## src/rtl/accum_pkg.sv

```systemverilog
`timescale 1ns/1ps
// Shared types for the accumulator unit.
// Assumes a 3-bit operation code; the encoding is fixed by the requirements.
package accum_pkg;
    typedef enum logic [2:0] {
        OP_ADD   = 3'b000,
        OP_SUB   = 3'b001,
        OP_AND   = 3'b010,
        OP_OR    = 3'b011,
        OP_XOR   = 3'b100,
        OP_NOTA  = 3'b101,
        OP_PASSB = 3'b110,
        OP_PASSA = 3'b111
    } alu_op_e;
endpackage

```

## src/rtl/accum_alu.sv

```systemverilog
`timescale 1ns/1ps
// Combinational arithmetic/logic unit.
// Operands are the stored value (a_i) and the bus word (b_i).
// The carry is the carry out for add and the borrow for subtract; it is 0 otherwise.
// Purely combinational, so it assumes its caller registers the result.
module accum_alu
    import accum_pkg::*;
#(
    parameter int W = 16
) (
    input  logic [W-1:0] a_i,
    input  logic [W-1:0] b_i,
    input  alu_op_e      op_i,
    output logic [W-1:0] res_o,
    output logic         cy_o
);
    localparam int WX = W + 1;

    logic [WX-1:0] sum_x;
    logic [WX-1:0] dif_x;

    // Widened add and subtract, so carry and borrow land in the top bit.
    always_comb begin
        sum_x = {1'b0, a_i} + {1'b0, b_i};
        dif_x = {1'b0, a_i} - {1'b0, b_i};
    end

    // Select the result and carry for the requested operation.
    always_comb begin
        res_o = '0;
        cy_o  = 1'b0;
        case (op_i)
            OP_ADD:   begin res_o = sum_x[W-1:0]; cy_o = sum_x[W]; end
            OP_SUB:   begin res_o = dif_x[W-1:0]; cy_o = dif_x[W]; end
            OP_AND:   res_o = a_i & b_i;
            OP_OR:    res_o = a_i | b_i;
            OP_XOR:   res_o = a_i ^ b_i;
            OP_NOTA:  res_o = ~a_i;
            OP_PASSB: res_o = b_i;
            OP_PASSA: res_o = a_i;
            default:  res_o = '0;
        endcase
    end
endmodule

```

## src/rtl/accum_mux.sv

```systemverilog
`timescale 1ns/1ps
// Two-way input selector in front of the register.
// sel_i = 1 picks the unit result; sel_i = 0 picks the raw bus word.
module accum_mux #(
    parameter int W = 16
) (
    input  logic         sel_i,
    input  logic [W-1:0] alu_i,
    input  logic [W-1:0] bus_i,
    output logic [W-1:0] d_o
);
    // Choose the word the register will take on a write.
    always_comb d_o = sel_i ? alu_i : bus_i;
endmodule

```

## src/rtl/accum_store.sv

```systemverilog
`timescale 1ns/1ps
// Holds the stored value and the two status flags.
// The value updates on wr_i. The flags update only when wr_i and flag_upd_i are both 1.
// Reset is synchronous and active low.
module accum_store #(
    parameter int W = 16
) (
    input  logic         clk,
    input  logic         rst_n,
    input  logic         wr_i,
    input  logic         flag_upd_i,
    input  logic [W-1:0] d_i,
    input  logic         cy_i,
    output logic [W-1:0] q_o,
    output logic         cy_o,
    output logic         z_o
);
    // Data register: latch the selected word on a write.
    always_ff @(posedge clk) begin
        if (!rst_n)    q_o <= '0;
        else if (wr_i) q_o <= d_i;
    end

    // Flag registers: record the outcome of unit writes only.
    always_ff @(posedge clk) begin
        if (!rst_n) begin
            cy_o <= 1'b0;
            z_o  <= 1'b0;
        end else if (wr_i && flag_upd_i) begin
            cy_o <= cy_i;
            z_o  <= (d_i == '0);
        end
    end
endmodule

```

## src/rtl/accum_unit.sv

```systemverilog
`timescale 1ns/1ps
// Top of the accumulator unit: unit, input selector, register and bus driver.
// Assumes an external fabric merges bus_out/bus_oe with the other bus sources.
module accum_unit
    import accum_pkg::*;
#(
    parameter int W  = 16,
    parameter int FW = 3
) (
    input  logic          clk,
    input  logic          rst_n,
    input  logic [W-1:0]  bus_in,
    input  logic [FW-1:0] fn,
    input  logic          alu_sel,
    input  logic          wr_en,
    input  logic          drive_en,
    output logic [W-1:0]  bus_out,
    output logic          bus_oe,
    output logic          carry_flag,
    output logic          zero_flag
);
    logic [W-1:0] acc_q;
    logic [W-1:0] alu_res;
    logic [W-1:0] d_sel;
    logic         alu_cy;
    alu_op_e      op;

    // Map the raw code onto the operation type.
    always_comb op = alu_op_e'(fn[2:0]);

    accum_alu #(.W(W)) u_alu (
        .a_i  (acc_q),
        .b_i  (bus_in),
        .op_i (op),
        .res_o(alu_res),
        .cy_o (alu_cy)
    );

    accum_mux #(.W(W)) u_mux (
        .sel_i(alu_sel),
        .alu_i(alu_res),
        .bus_i(bus_in),
        .d_o  (d_sel)
    );

    accum_store #(.W(W)) u_store (
        .clk       (clk),
        .rst_n     (rst_n),
        .wr_i      (wr_en),
        .flag_upd_i(alu_sel),
        .d_i       (d_sel),
        .cy_i      (alu_cy),
        .q_o       (acc_q),
        .cy_o      (carry_flag),
        .z_o       (zero_flag)
    );

    // Bus driver: present the stored value only while enabled.
    always_comb begin
        bus_oe  = drive_en;
        bus_out = drive_en ? acc_q : '0;
    end
endmodule

```

## config.mk

```make
export PLATFORM = sky130hd
export DESIGN_NAME = accum_unit
export DESIGN_NICKNAME = d
export VERILOG_FILES = /design/src/rtl/accum_pkg.sv /design/src/rtl/accum_alu.sv /design/src/rtl/accum_mux.sv /design/src/rtl/accum_store.sv /design/src/rtl/accum_unit.sv
export SDC_FILE = /design/constraint.sdc
export NUM_CORES = 1
export LEC_CHECK = 0
export ABC_AREA = 1
export BUFFER_PORTS_ARGS = -buffer_cell sky130_fd_sc_hd__clkbuf_2
export CAP_MARGIN = 20
export CORE_AREA = 4 4 84 106
export CTS_CLUSTER_DIAMETER = 40
export DETAILED_ROUTE_END_ITERATION = 10
export DIE_AREA = 0 0 88 110
export PLACE_DENSITY_LB_ADDON = 0.05
export SYNTH_ARGS = -nofsm -noshare
export SYNTH_HDL_FRONTEND = slang
export SYNTH_SLANG_ARGS = --single-unit
export TNS_END_PERCENT = 5
```

## constraint.sdc

```tcl
create_clock -name clk -period 2.5 [get_ports clk]
set_clock_uncertainty 0.1 [all_clocks]
set_input_delay 0.25 -clock clk [delete_from_list [all_inputs] [get_ports clk]]
set_output_delay 0.25 -clock clk [all_outputs]
set_load 0.02 [all_outputs]
```

# Yosys cells after proc, flatten, opt, wreduce, memory -nomap -nowiden
# Index checks and enable logic that the tools add are counted.
[totals] ff_bits=18 inputBits=24 output_inout_bits=19 wordCells=23
[classes] n_addsub=2 n_eq_ne=7 mux=4 n_bitwise=4 reduce_logical=3
[op_table] cell="$pmux 16 s8" count=1
[op_table] cell="$mux 16" count=2
[op_table] cell="$add 16x16->17" count=1
[op_table] cell="$sub 16x16->17" count=1
[op_table] cell="$and 16x16->16" count=1
[op_table] cell="$logic_not 16->1" count=1
[op_table] cell="$not 16->16" count=1
[op_table] cell="$or 16x16->16" count=1
[op_table] cell="$xor 16x16->16" count=1
[op_table] cell="$eq 3x3->1 const B" count=4
[op_table] cell="$eq 3x2->1 const B" count=2
[op_table] cell="$eq 3x1->1 const B" count=1
[op_table] cell="$logic_not 3->1" count=1
[op_table] cell="$pmux 1 s2" count=1
[op_table] cell="$logic_and 1x1->1" count=1

# Longest topological paths before layout
# Gate-level depths: netlist of run 1.
[depth] word_depth=4 depth_mapped=20 depth_no_buf=20

# Cells and area by module
# From an unflattened synthesis of run 1, not the netlist that was laid out.
[unflattened] hier_cells=744 hier_area_um2=4140.2
[modules_own_cells] module="accum_alu" n_inst=1 cells_per_inst=565 area_per_inst_um2=3050.4 seq_area_each_um2=0.0
[modules_own_cells] module="accum_store" n_inst=1 cells_per_inst=92 area_per_inst_um2=674.4 seq_area_each_um2=360.3
[modules_own_cells] module="accum_mux" n_inst=1 cells_per_inst=52 area_per_inst_um2=244.0 seq_area_each_um2=0.0
[modules_own_cells] module="accum_unit" n_inst=1 cells_per_inst=35 area_per_inst_um2=171.4 seq_area_each_um2=0.0

# Worst setup path after synthesis of run 1
# No wires, ideal clock.
[synth_timing] path_type="register -> register" startpoint="reg u_store.q_o[0]" endpoint="reg u_store.z_o" setup_time_ps=66 t_arrival_ps=2115 t_required_ps=2334 slack_ps=219 stages_incl_launch_ff=19 path_buffers=0 period_less_slack_ps=2281 cell_sequence="dfxtp_1 -> ha_1 -> inv_1 -> fa_1 -> inv_1 -> nand2_1 -> nand2_1 -> nand3_1 -> a21oi_1 -> nor2_1 -> nor2_1 -> nand2_1 -> nand2_1 -> nand2_1 -> nor2_1 -> nand2_1 -> nor2_1 -> nand3_1 -> a21oi_2"
[synth_between] elab_chain_cells=4 word_cells_on_any_way=9 cone_classes="2 x add/sub; 2 x mux; 4 x bitwise; 1 x reduce/logical"
[synth_lines] item="start, declared" line="accum_store.sv:14" rtl="output logic [W-1:0] q_o,"
[synth_lines] item="start signal, assigned" line="accum_store.sv:21" rtl="else if (wr_i) q_o <= d_i;"
[synth_lines] item="$sub 16x16->17, or another cell as far along" line="accum_alu.sv:25" rtl="dif_x = {1'b0, a_i} - {1'b0, b_i};"
[synth_lines] item="$pmux 16 s8 (*)" line="accum_alu.sv:32" rtl="case (op_i)"
[synth_lines] item="$mux 16 (*)" line="accum_mux.sv:13" rtl="always_comb d_o = sel_i ? alu_i : bus_i;"
[synth_lines] item="$logic_not 16->1 (*)" line="accum_store.sv:31" rtl="z_o <= (d_i == '0);"
[synth_lines] item="end signal, assigned" line="accum_store.sv:31"
[synth_lines] item="end, declared" line="accum_store.sv:16" rtl="output logic z_o"
# Every way passes the cells marked *; elsewhere a longest branch is shown, timed or not.
# A chain may end at the register's enable or synchronous reset.

# Worst setup path in the final report of run 1
# Ends and elaborated chain as after synthesis.

==> metrics.yaml, run 1 <==
outcome:
  status: "finished with violations"
  violations: "setup timing"
worst_setup_path:
  end_kind: "flip-flop"
  cpMaxStageDelayCell: "fa_2"
  crit_family: "simple AND/OR/NAND/NOR gates"
  worstPathCellList: "inv_4 -> ha_4 -> inv_4 -> fa_2 -> buf_6 -> xnor2_1 -> a21oi_1 -> nand3_1 -> nand2_1 -> nand2_2 -> nor2_1 -> nand3_1 -> nor2_1 -> nand2_1 -> nor2_1 -> nand3_1 -> a21oi_2"
  crit_path_start_kind: "flip-flop"
  critPathBufInv: 3
  max_stage_delay_ns: 0.40
  critical_path_class: "reg -> reg"
  arrival_ns: 2.62
  crit_required_ns: 2.61
  critical_path_peak_fanout: 3
clocking:
  cts_max_path_buffers: 2
  cts.sinks: 18
  h-tree-depth: 1
  root_buffer: "clkbuf_8"
  insertion_delay_ns: 0.27
  numCtsBuffers: 3
  cts_tree: "built"
  clk_pin_slew_ns: 0.09
floorplan:
  die_area_sq_um: 9680
  rows: 36
  die_h_um: 110
  pin_count: 43
  die_w_um: 88
  core-area_sq_um: 7790
  initial_core_util_pct: 52.7
placement:
  io_buffers: 42
  dp_worst_setup_slack_ns: -0.119
  hpwl_um: 12000
  place_congestion: 1.04
  placed_cells: 950
logic_synthesis:
  synth_edf_count: 0
  ys_seq_area_share_pct: 8.78
  netlist_area_sq_um: 4100
  synth_cells: 772
  synth_cell_types: 39
  syn_avg_cell_area_sq_um: 5.32
  synth_area_leaders: "nand2_1 (23%), ha_1 (15%), inv_1 (13%)"
  synthesis.nets: 846
  ys_warn_count: 0
  synth_ff_type: "dfxtp_1"
  synth_seq_cells: 18
  ys_async_sr_fraction_pct: 0
  synth_top_area_share_pct: 22.9
  synth_largest_area_cell: "nand2_1"
layout:
  area_delta_synth_final_pct: 24.3
  multiInputGateArea_sq_um: 3200
  n_antenna_cell: 0
  fin_cells: 960
  layout_common_cells: "nand2_1 (244), inv_1 (139), buf_4 (76)"
  drive_gt1_share_pct: 20.2
  fill_cells: 763
  nets: 940
  layout_commonest_cell: "nand2_1"
  regArea_sq_um: 364
sta:
  max_slew.worst_pin.slew_ns: 1.09
  timing.final.max_slew_violations: 0
  setup_slack_ns: -0.0160
  post-route-period-util_pct: 101
  fin_crit_ns: 2.52
  final_hold_viol_count: 0
  slew_headroom_pct: 26.8
  fmax_mhz: 397
  whs_ns: 0.265
  setup_violations: 1
  rsz0062_at_grt: "true"
routing:
  drt_wl_total_um: 15100
  via_count: 5300
  drt_first_pass_iters: 5
  vias_per_cell: 5.52
  drc: 0
  routedWlPerCell_um: 15.7
  drtIter0Drc: 514
  drtAntennaViolNets: 0
run:
  maxCapViolCount: 0
grt:
  overflow: 0
  grt_pass1_vias: 4865
  grtUsageTotal_pct: 31.5
  antenna_found_initial: 0
  grt_max_degree: 30
  grt_pass1_wl_um: 23900
power:
  p_leak_nw: 2.94
  p_per_area_nw_per_um2: 336
  peakVddDrop_uv: 246
hold_path:
  hp-class: "in -> reg"
## state kept, by name, summed over array words and instances, names as in the netlist
register / cells
u_store.cy_o: 1
u_store.z_o: 1
u_store.q_o: 16
## layer usage
metal | vias to the layer above | GRT usage, % | part of all wire (%)
met1 | 2380 | 42.9 | 44
met5 | - | 0 | 0
met2 | 265 | 50.8 | 44
met4 | 0 | 9.32 | 2.8
li1 | 2620 | - | -
met3 | 35 | 5.50 | 8.5
## repair_timing
| action | 4_1_cts | 5_1_grt |
|---|---|---|
| gates resized for setup | 8 | 44 |
| pin swaps | 0 | 13 |
| setup buffers | 0 | 6 |
| hold buffers | 0 | 0 |
| hold endpoints to repair | 0 | 0 |
| setup endpoints to repair | 1 | 4 |
## worst register-to-register path, stage by stage, from the launching register on
cell     delay [ns]
dfxtp_4        0.37
inv_4          0.06
ha_4           0.12
inv_4          0.03
fa_2           0.40
buf_6          0.14
xnor2_1        0.11
a21oi_1        0.15
nand3_1        0.08
nand2_1        0.08
nand2_2        0.06
nor2_1         0.10
nand3_1        0.11
nor2_1         0.15
nand2_1        0.07
nor2_1         0.09
nand3_1        0.09
a21oi_2        0.13
## final cells by class
| class | count | share of cell area (%) |
|---|---|---|
| clock buffers | 4 | 1.08 |
| inverters | 149 | 11.1 |
| multi-input cells | 575 | 62.8 |
| flip-flops and latches | 18 | 7.14 |
| well taps | 95 | 2.33 |
| repair buffers | 119 | 15.5 |
## synthesized netlist by cell type, types with 2 or more instances
cell type  count
nor3_1        12
and2_1         2
o21ai_0       32
buf_4          4
nand2_1      250
inv_2          4
o221ai_1       2
nand4_1       14
nand3_1       72
ha_1          48
o22ai_1       14
a21oi_1       34
buf_6          4
a31oi_1        3
nand2_2        2
fa_1           2
buf_2         14
nor2_1        60
o211ai_1       3
inv_1        143
o21ai_1       10
nand3_4        2
clkbuf_1       7
dfxtp_1       18
o2bb2ai_1      2
## worst paths after layout
path | startpoint | endpoint | slack (ns) | depth (start not counted)
worst max-delay path | u_store.q_o[0] | u_store.z_o | -0.02 | 17
worst min-delay path | wr_en | u_store.z_o | 0.27 | 4
worst max register to register | u_store.q_o[0] | u_store.z_o | -0.02 | 17
worst min register to register | u_store.z_o | u_store.z_o | 0.38 | 2
## power breakdown
group | internal, mW | switching [mW]
clock network | 0.141 | 0.133
logic | 0.433 | 0.683
registers | 0.309 | 0.0161
total | 0.883 | 0.833
## through the flow
step	utilization [%]	cell area, sq um	setup TNS [ns]	power (mW)
CTS	62.4	4860	0	1.62
global placement	61.5	4790	-0.0853	1.33
global route	65.5	5100	-0.129	1.84
floorplan	-	4100	0	0.970
finish	65.5	5100	-0.0160	1.72
detailed placement	61.5	4790	-0.119	1.34
## cell families after synthesis
kind of cell    Yosys count  synth area share (%)
simple gates            419                  43.2
compound gates          105                  14.3
fa+ha+maj                50                  15.6
buf+inv                 179                  18.0
flops                    18                  8.78
xor+xnor                  1                 0.213
No activity file was read; power rests on OpenSTA's default activity.
==> run 2, diff against run 1 <==
CTS_BUF_LIST = sky130_fd_sc_hd__clkbuf_2   (was not set)
clock period = 2.49 ns   (was 2.5 ns; I/O delays follow)
==> metrics.yaml, run 2 (same netlist as run 1, synthesis figures left out) <==
layout:
  largest_register: "u_store.q_o"
  fin_cells: 959
  n_antenna_cell: 0
  largestRegisters: "u_store.q_o: 16 flops, u_store.cy_o: 1 flops, u_store.z_o: 1 flops"
  largest_reg_flops: 16
  utilization_pct: 64.4
  nets: 939
  layout_commonest_cell: "nand2_1"
  layout_common_cells: "nand2_1 (244), inv_1 (140), buf_4 (75)"
  area_delta_synth_final_pct: 22.3
  regArea_sq_um: 364
  multiInputGateArea_sq_um: 3170
  drive_gt1_share_pct: 19.3
  fill_cells: 790
routing:
  vias_per_cell: 5.58
  drtAntennaViolNets: 0
  via_count: 5350
  drc: 0
  routedWlPerCell_um: 16.1
  drtIter0Drc: 547
  drt_wl_total_um: 15400
  drt_first_pass_iters: 7
placement:
  place_congestion: 1.01
  dp_worst_setup_slack_ns: -0.0651
  io_buffers: 42
  hpwl_um: 12100
  placed_cells: 950
worst_setup_path:
  r2r_start: "u_store.q_o[0]"
  max_stage_delay_ns: 0.41
  worstPathCellList: "inv_2 -> ha_4 -> inv_2 -> fa_2 -> buf_6 -> xnor2_1 -> a21oi_1 -> nand3_1 -> nand2_1 -> nand2_2 -> nor2_1 -> nand3_1 -> nor2_2 -> nand2_1 -> nor2_1 -> nand3_1 -> a21oi_2"
  crit_family: "simple AND/OR/NAND/NOR gates"
  timing.rr.end: "u_store.z_o"
  critical_path_class: "reg -> reg"
  critPathBufInv: 3
  arrival_ns: 2.85
  cpMaxStageDelayCell: "dfxtp_2"
  end_kind: "flip-flop"
  cp_common_cell: "nand3_1"
  reg2reg_setup_slack_ns: -0.13
  crit_path_start_kind: "flip-flop"
  reg2reg_depth: 17
  critical_path_peak_fanout: 4
  crit_required_ns: 2.71
clocking:
  ctsHoldBuffers: 0
  cts_tree: "built"
  h-tree-depth: 1
  cts.sinks: 18
  insertion_delay_ns: 0.42
  numCtsBuffers: 3
  clk_pin_slew_ns: 0.30
  root_buffer: "clkbuf_2"
  cts_max_path_buffers: 2
power:
  clkPwrFrac_pct: 11.1
  peakVddDrop_uv: 254
  p_per_area_nw_per_um2: 322
  internal_power_mw: 0.773
  p_leak_nw: 2.92
  pwr-share-seq_pct: 20.2
  swShare_pct: 52.1
  p_switching_mw: 0.842
  combPwrFrac_pct: 68.7
floorplan:
  die_area_sq_um: 9680
  die_h_um: 110
  core-area_sq_um: 7790
  initial_core_util_pct: 52.7
  die_w_um: 88
  rows: 36
  pin_count: 43
hold_path:
  hold_depth: 4
  holdCritStartpoint: "bus_in[1]"
  hp-class: "in -> reg"
  whs_endpoint: "u_store.q_o[1]"
grt:
  grt_max_degree: 30
  grt_pass1_vias: 5012
  grtUsageTotal_pct: 33.0
  grt_pass1_wl_um: 24800
  antenna_found_initial: 0
  overflow: 0
sta:
  slew_headroom_pct: 61.1
  final_hold_viol_count: 0
  rsz0062_at_grt: "true"
  setup_slack_ns: -0.132
  max_slew.worst_pin.slew_ns: 0.581
  timing.final.max_slew_violations: 0
  fin_crit_ns: 2.62
  fmax_mhz: 381
  setup_violations: 1
  post-route-period-util_pct: 105
run:
  maxCapViolCount: 0
outcome:
  status: "finished with violations"
  violations: "setup timing"
==> run 2: timing repair <==
| item | 4_1_cts | 5_1_grt |
|---|---|---|
| resized for setup | 17 | 25 |
| setup buffers | 0 | 4 |
| pin swaps | 1 | 11 |
| endpoints found under the setup margin | 2 | 3 |
==> run 2: per-stage QoR <==
stage | TNS, ns | cell area (sq um) | total power [mW] | hold slack (ns)
floorplan | 0 | 4100 | 0.974 | 0.287
global placement | -0.0428 | 4790 | 1.33 | 0.381
detailed placement | -0.0651 | 4790 | 1.34 | 0.378
CTS | -0.0297 | 4860 | 1.54 | 0.112
global route | -0.361 | 5020 | 1.74 | 0.111
finish | -0.132 | 5020 | 1.62 | 0.100
==> run 2: worst max-delay path by stage <==
stage                               from     endpoint  depth (start not counted)
final                     u_store.q_o[0]  u_store.z_o                         17
after global routing      u_store.q_o[0]  u_store.z_o                         18
after CTS                 u_store.q_o[0]  u_store.z_o                         17
after detailed placement       bus_in[2]  u_store.z_o                         18
after global placement    u_store.q_o[0]  u_store.z_o                         18
after floorplan           u_store.q_o[0]  u_store.z_o                         18
==> run 2: area by class of cell <==
type                       instances  area share [%]
multi-input combinational        575            63.2
clock inverter                     1          0.0748
sequential                        18            7.25
timing repair buffer             118            15.6
clock buffer                       3           0.299
inverter                         149            11.2
tap                               95            2.37
==> run 2: tightest hold or removal path, delay by kind of cell <==
family / cells / cell delay, ns
buffers and inverters: 2 / 0.22
AND/OR/NAND/NOR: 1 / 0.08
AO/OA/AOI/OAI: 1 / 0.08
==> run 2: power by group through the flow <==
stage                     registers (mW)  logic (mW)  clock network, mW
final                              0.327        1.11              0.179
after global routing               0.330        1.22              0.191
after CTS                          0.326        1.03              0.180
after detailed placement           0.332        1.01                  0
after global placement             0.330       0.999                  0
after floorplan                    0.341       0.632                  0
==> run 2: metal layers <==
metal	track usage (%)	wire (um)	share of wire [%]	up-vias
met5	0	0	0	-
met3	6.25	1610	10	54
met1	43.8	6470	42	2415
met2	54.0	6820	44	273
li1	-	-	-	2608
met4	9.98	503	3.3	0
==> run 3, diff against run 2 <==
ABC_AREA = not set   (was 1)
CORE_AREA = 4 4 83 105   (was 4 4 84 106)
DIE_AREA = 0 0 87 109   (was 0 0 88 110)
==> metrics.yaml, run 3 <==
routing:
  drtIter0Drc: 489
  drt_first_pass_iters: 6
  drtAntennaViolNets: 0
  routedWlPerCell_um: 19.7
  drt_wl_total_um: 16500
  via_count: 5213
  vias_per_cell: 6.21
  drc: 0
placement:
  hpwl_um: 12800
  place_congestion: 1.03
  placedInstanceArea_sq_um: 5540
  placed_cells: 829
  io_buffers: 42
layout:
  drive_gt1_share_pct: 40.8
  fill_cells: 632
  n_antenna_cell: 0
  multiInputGateArea_sq_um: 3590
  regArea_sq_um: 377
  fin_cells: 840
  largestRegisters: "u_store.q_o: 16 flops, u_store.cy_o: 1 flops, u_store.z_o: 1 flops"
  largest_register: "u_store.q_o"
  layout_commonest_cell: "buf_4"
  nets: 820
  largest_reg_flops: 16
  fin_area_sq_um: 5880
  area_delta_synth_final_pct: 46.1
  utilization_pct: 76.3
  layout_common_cells: "buf_4 (174), inv_1 (49), clkbuf_2 (45)"
clocking:
  root_buffer: "clkbuf_2"
  numCtsBuffers: 3
  insertion_delay_ns: 0.40
  cts_tree: "built"
  clk_pin_slew_ns: 0.25
  h-tree-depth: 1
  cts.sinks: 18
  cts_max_path_buffers: 2
floorplan:
  die_w_um: 87
  rows: 36
  die_area_sq_um: 9480
  die_h_um: 109
  pin_count: 43
  initial_core_util_pct: 52.2
  core-area_sq_um: 7700
logic_synthesis:
  synth_cell_types: 74
  synth_largest_area_cell: "ha_1"
  synthesis.nets: 633
  synth_area_leaders: "ha_1 (15%), dfxtp_1 (9.0%), inv_1 (4.9%)"
  syn_avg_cell_area_sq_um: 7.20
  netlist_area_sq_um: 4020
  synth_top_area_share_pct: 14.9
  synthMostInstantiatedCell: "inv_1"
  synth_seq_cells: 18
  ys_async_sr_fraction_pct: 0
  ys_warn_count: 0
  synth_common_cells: "inv_1 (52), ha_1 (48), nor2_1 (47)"
  synth_cells: 559
  synth_ff_type: "dfxtp_1"
  synth_edf_count: 0
  ys_seq_area_share_pct: 8.96
grt:
  grt_max_degree: 18
  antenna_found_initial: 0
  grtUsageTotal_pct: 35.5
  overflow: 0
  grt_pass1_wl_um: 26200
  grt_pass1_vias: 5333
sta:
  post-route-period-util_pct: 119
  rsz0062_at_grt: "true"
  fmax_mhz: 336
  max_slew.worst_pin.slew_ns: 0.853
  fin_crit_ns: 2.97
  setup_violations: 11
  final_hold_viol_count: 0
  setup_slack_ns: -0.484
  slew_headroom_pct: 43.0
  timing.final.max_slew_violations: 0
outcome:
  status: "finished with violations"
  violations: "setup timing"
worst_setup_path:
  critical_path_class: "reg -> reg"
  cpMaxStageDelayCell: "or4b_4"
  max_stage_delay_ns: 0.53
  critical_path_peak_fanout: 4
  crit_family: "compound AO/OA/AOI/OAI gates"
  crit_path_start_kind: "flip-flop"
  cp_common_cell: "nor2_1"
  crit_required_ns: 2.76
  arrival_ns: 3.24
  critPathBufInv: 1
  worstPathCellList: "buf_4 -> ha_2 -> a2111oi_4 -> o21ai_2 -> a41oi_2 -> nor2_1 -> or4b_4 -> a31o_1 -> nor4_2 -> a41oi_1 -> nor2_1"
  end_kind: "flip-flop"
power:
  p_total_mw: 1.88
  p_leak_nw: 2.76
  peakVddDrop_uv: 266
  p_per_area_nw_per_um2: 320
run:
  maxCapViolCount: 0
hold_path:
  hp-class: "in -> reg"
==> run 3: changes by cell type in the layout (fill, tap and decap cells not counted), sizes merged, moves of 15 or more <==
cell | before | now
nand3 | 75 | 13
nand2 | 252 | 34
buf | 76 | 177
nand2b | 0 | 15
and2 | 2 | 22
inv | 148 | 52
==> run 3: final cells by class <==
cell class | instances | area share (%)
Clock buffer | 3 | 0.255
Clock inverter | 1 | 0.0639
Inverter | 53 | 3.43
Multi-Input combinational cell | 451 | 61.0
Sequential cell | 18 | 6.41
Tap cell | 95 | 2.02
Timing Repair Buffer | 219 | 26.8
==> run 3: cell families after synthesis <==
| group | count (synthesis) | share of synthesized area [%] |
|---|---|---|
| xor+xnor | 15 | 3.27 |
| flops | 18 | 8.96 |
| compound gates | 190 | 35.1 |
| buf+inv | 90 | 9.64 |
| simple gates | 178 | 22.5 |
| fa+ha+maj | 50 | 15.9 |
| mux | 18 | 4.60 |
==> run 3: worst paths after layout <==
kind / start / cells past startpoint / slack (ns) / endpoint
worst max-delay path: u_store.q_o[4] / 11 / -0.48 / u_store.z_o
worst min-delay path: rst_n / 3 / 0.11 / u_store.q_o[1]
worst max register to register: u_store.q_o[4] / 11 / -0.48 / u_store.z_o
worst min register to register: u_store.q_o[2] / 2 / 0.41 / u_store.q_o[2]
==> run 3: timing repair <==
item,4_1_cts,5_1_grt
pin swaps,17,14
resized for setup,33,26
hold buffers,0,0
setup buffers,6,1
setup endpoints to repair,13,15
==> run 3: worst min-delay path, stage by stage <==
cell      delay (ns)
clkbuf_2        0.19
o21ai_0         0.13
a21oi_1         0.04
==> run 3: metrics by stage <==
stage,hold slack [ns],setup WS (ns),setup TNS (ns)
after global routing,0.126,-0.607,-4.05
after floorplan,0.271,-0.240,-0.726
after detailed placement,0.389,-0.704,-4.30
after global placement,0.378,-0.578,-3.65
final,0.115,-0.484,-2.90
after CTS,0.0869,-0.490,-2.94
==> run 3: layer usage <==
layer / vias to the layer above / wire [um] / part of all wire, % / global-route usage, %
li1: 2424 / - / - / -
met1: 2412 / 6140 / 37 / 39.0
met2: 268 / 7800 / 47 / 60.8
met3: 109 / 1150 / 7.0 / 4.99
met4: 0 / 1440 / 8.7 / 27.1
met5: - / 0 / 0 / 0
==> run 3: report_power, final <==
| group | switching [mW] | leakage, nW | total [mW] | internal (mW) |
|---|---|---|---|---|
| logic | 0.721 | 2.59 | 1.37 | 0.654 |
| registers | 0.0158 | 0.153 | 0.330 | 0.314 |
| clock network | 0.144 | 0.0140 | 0.178 | 0.0347 |
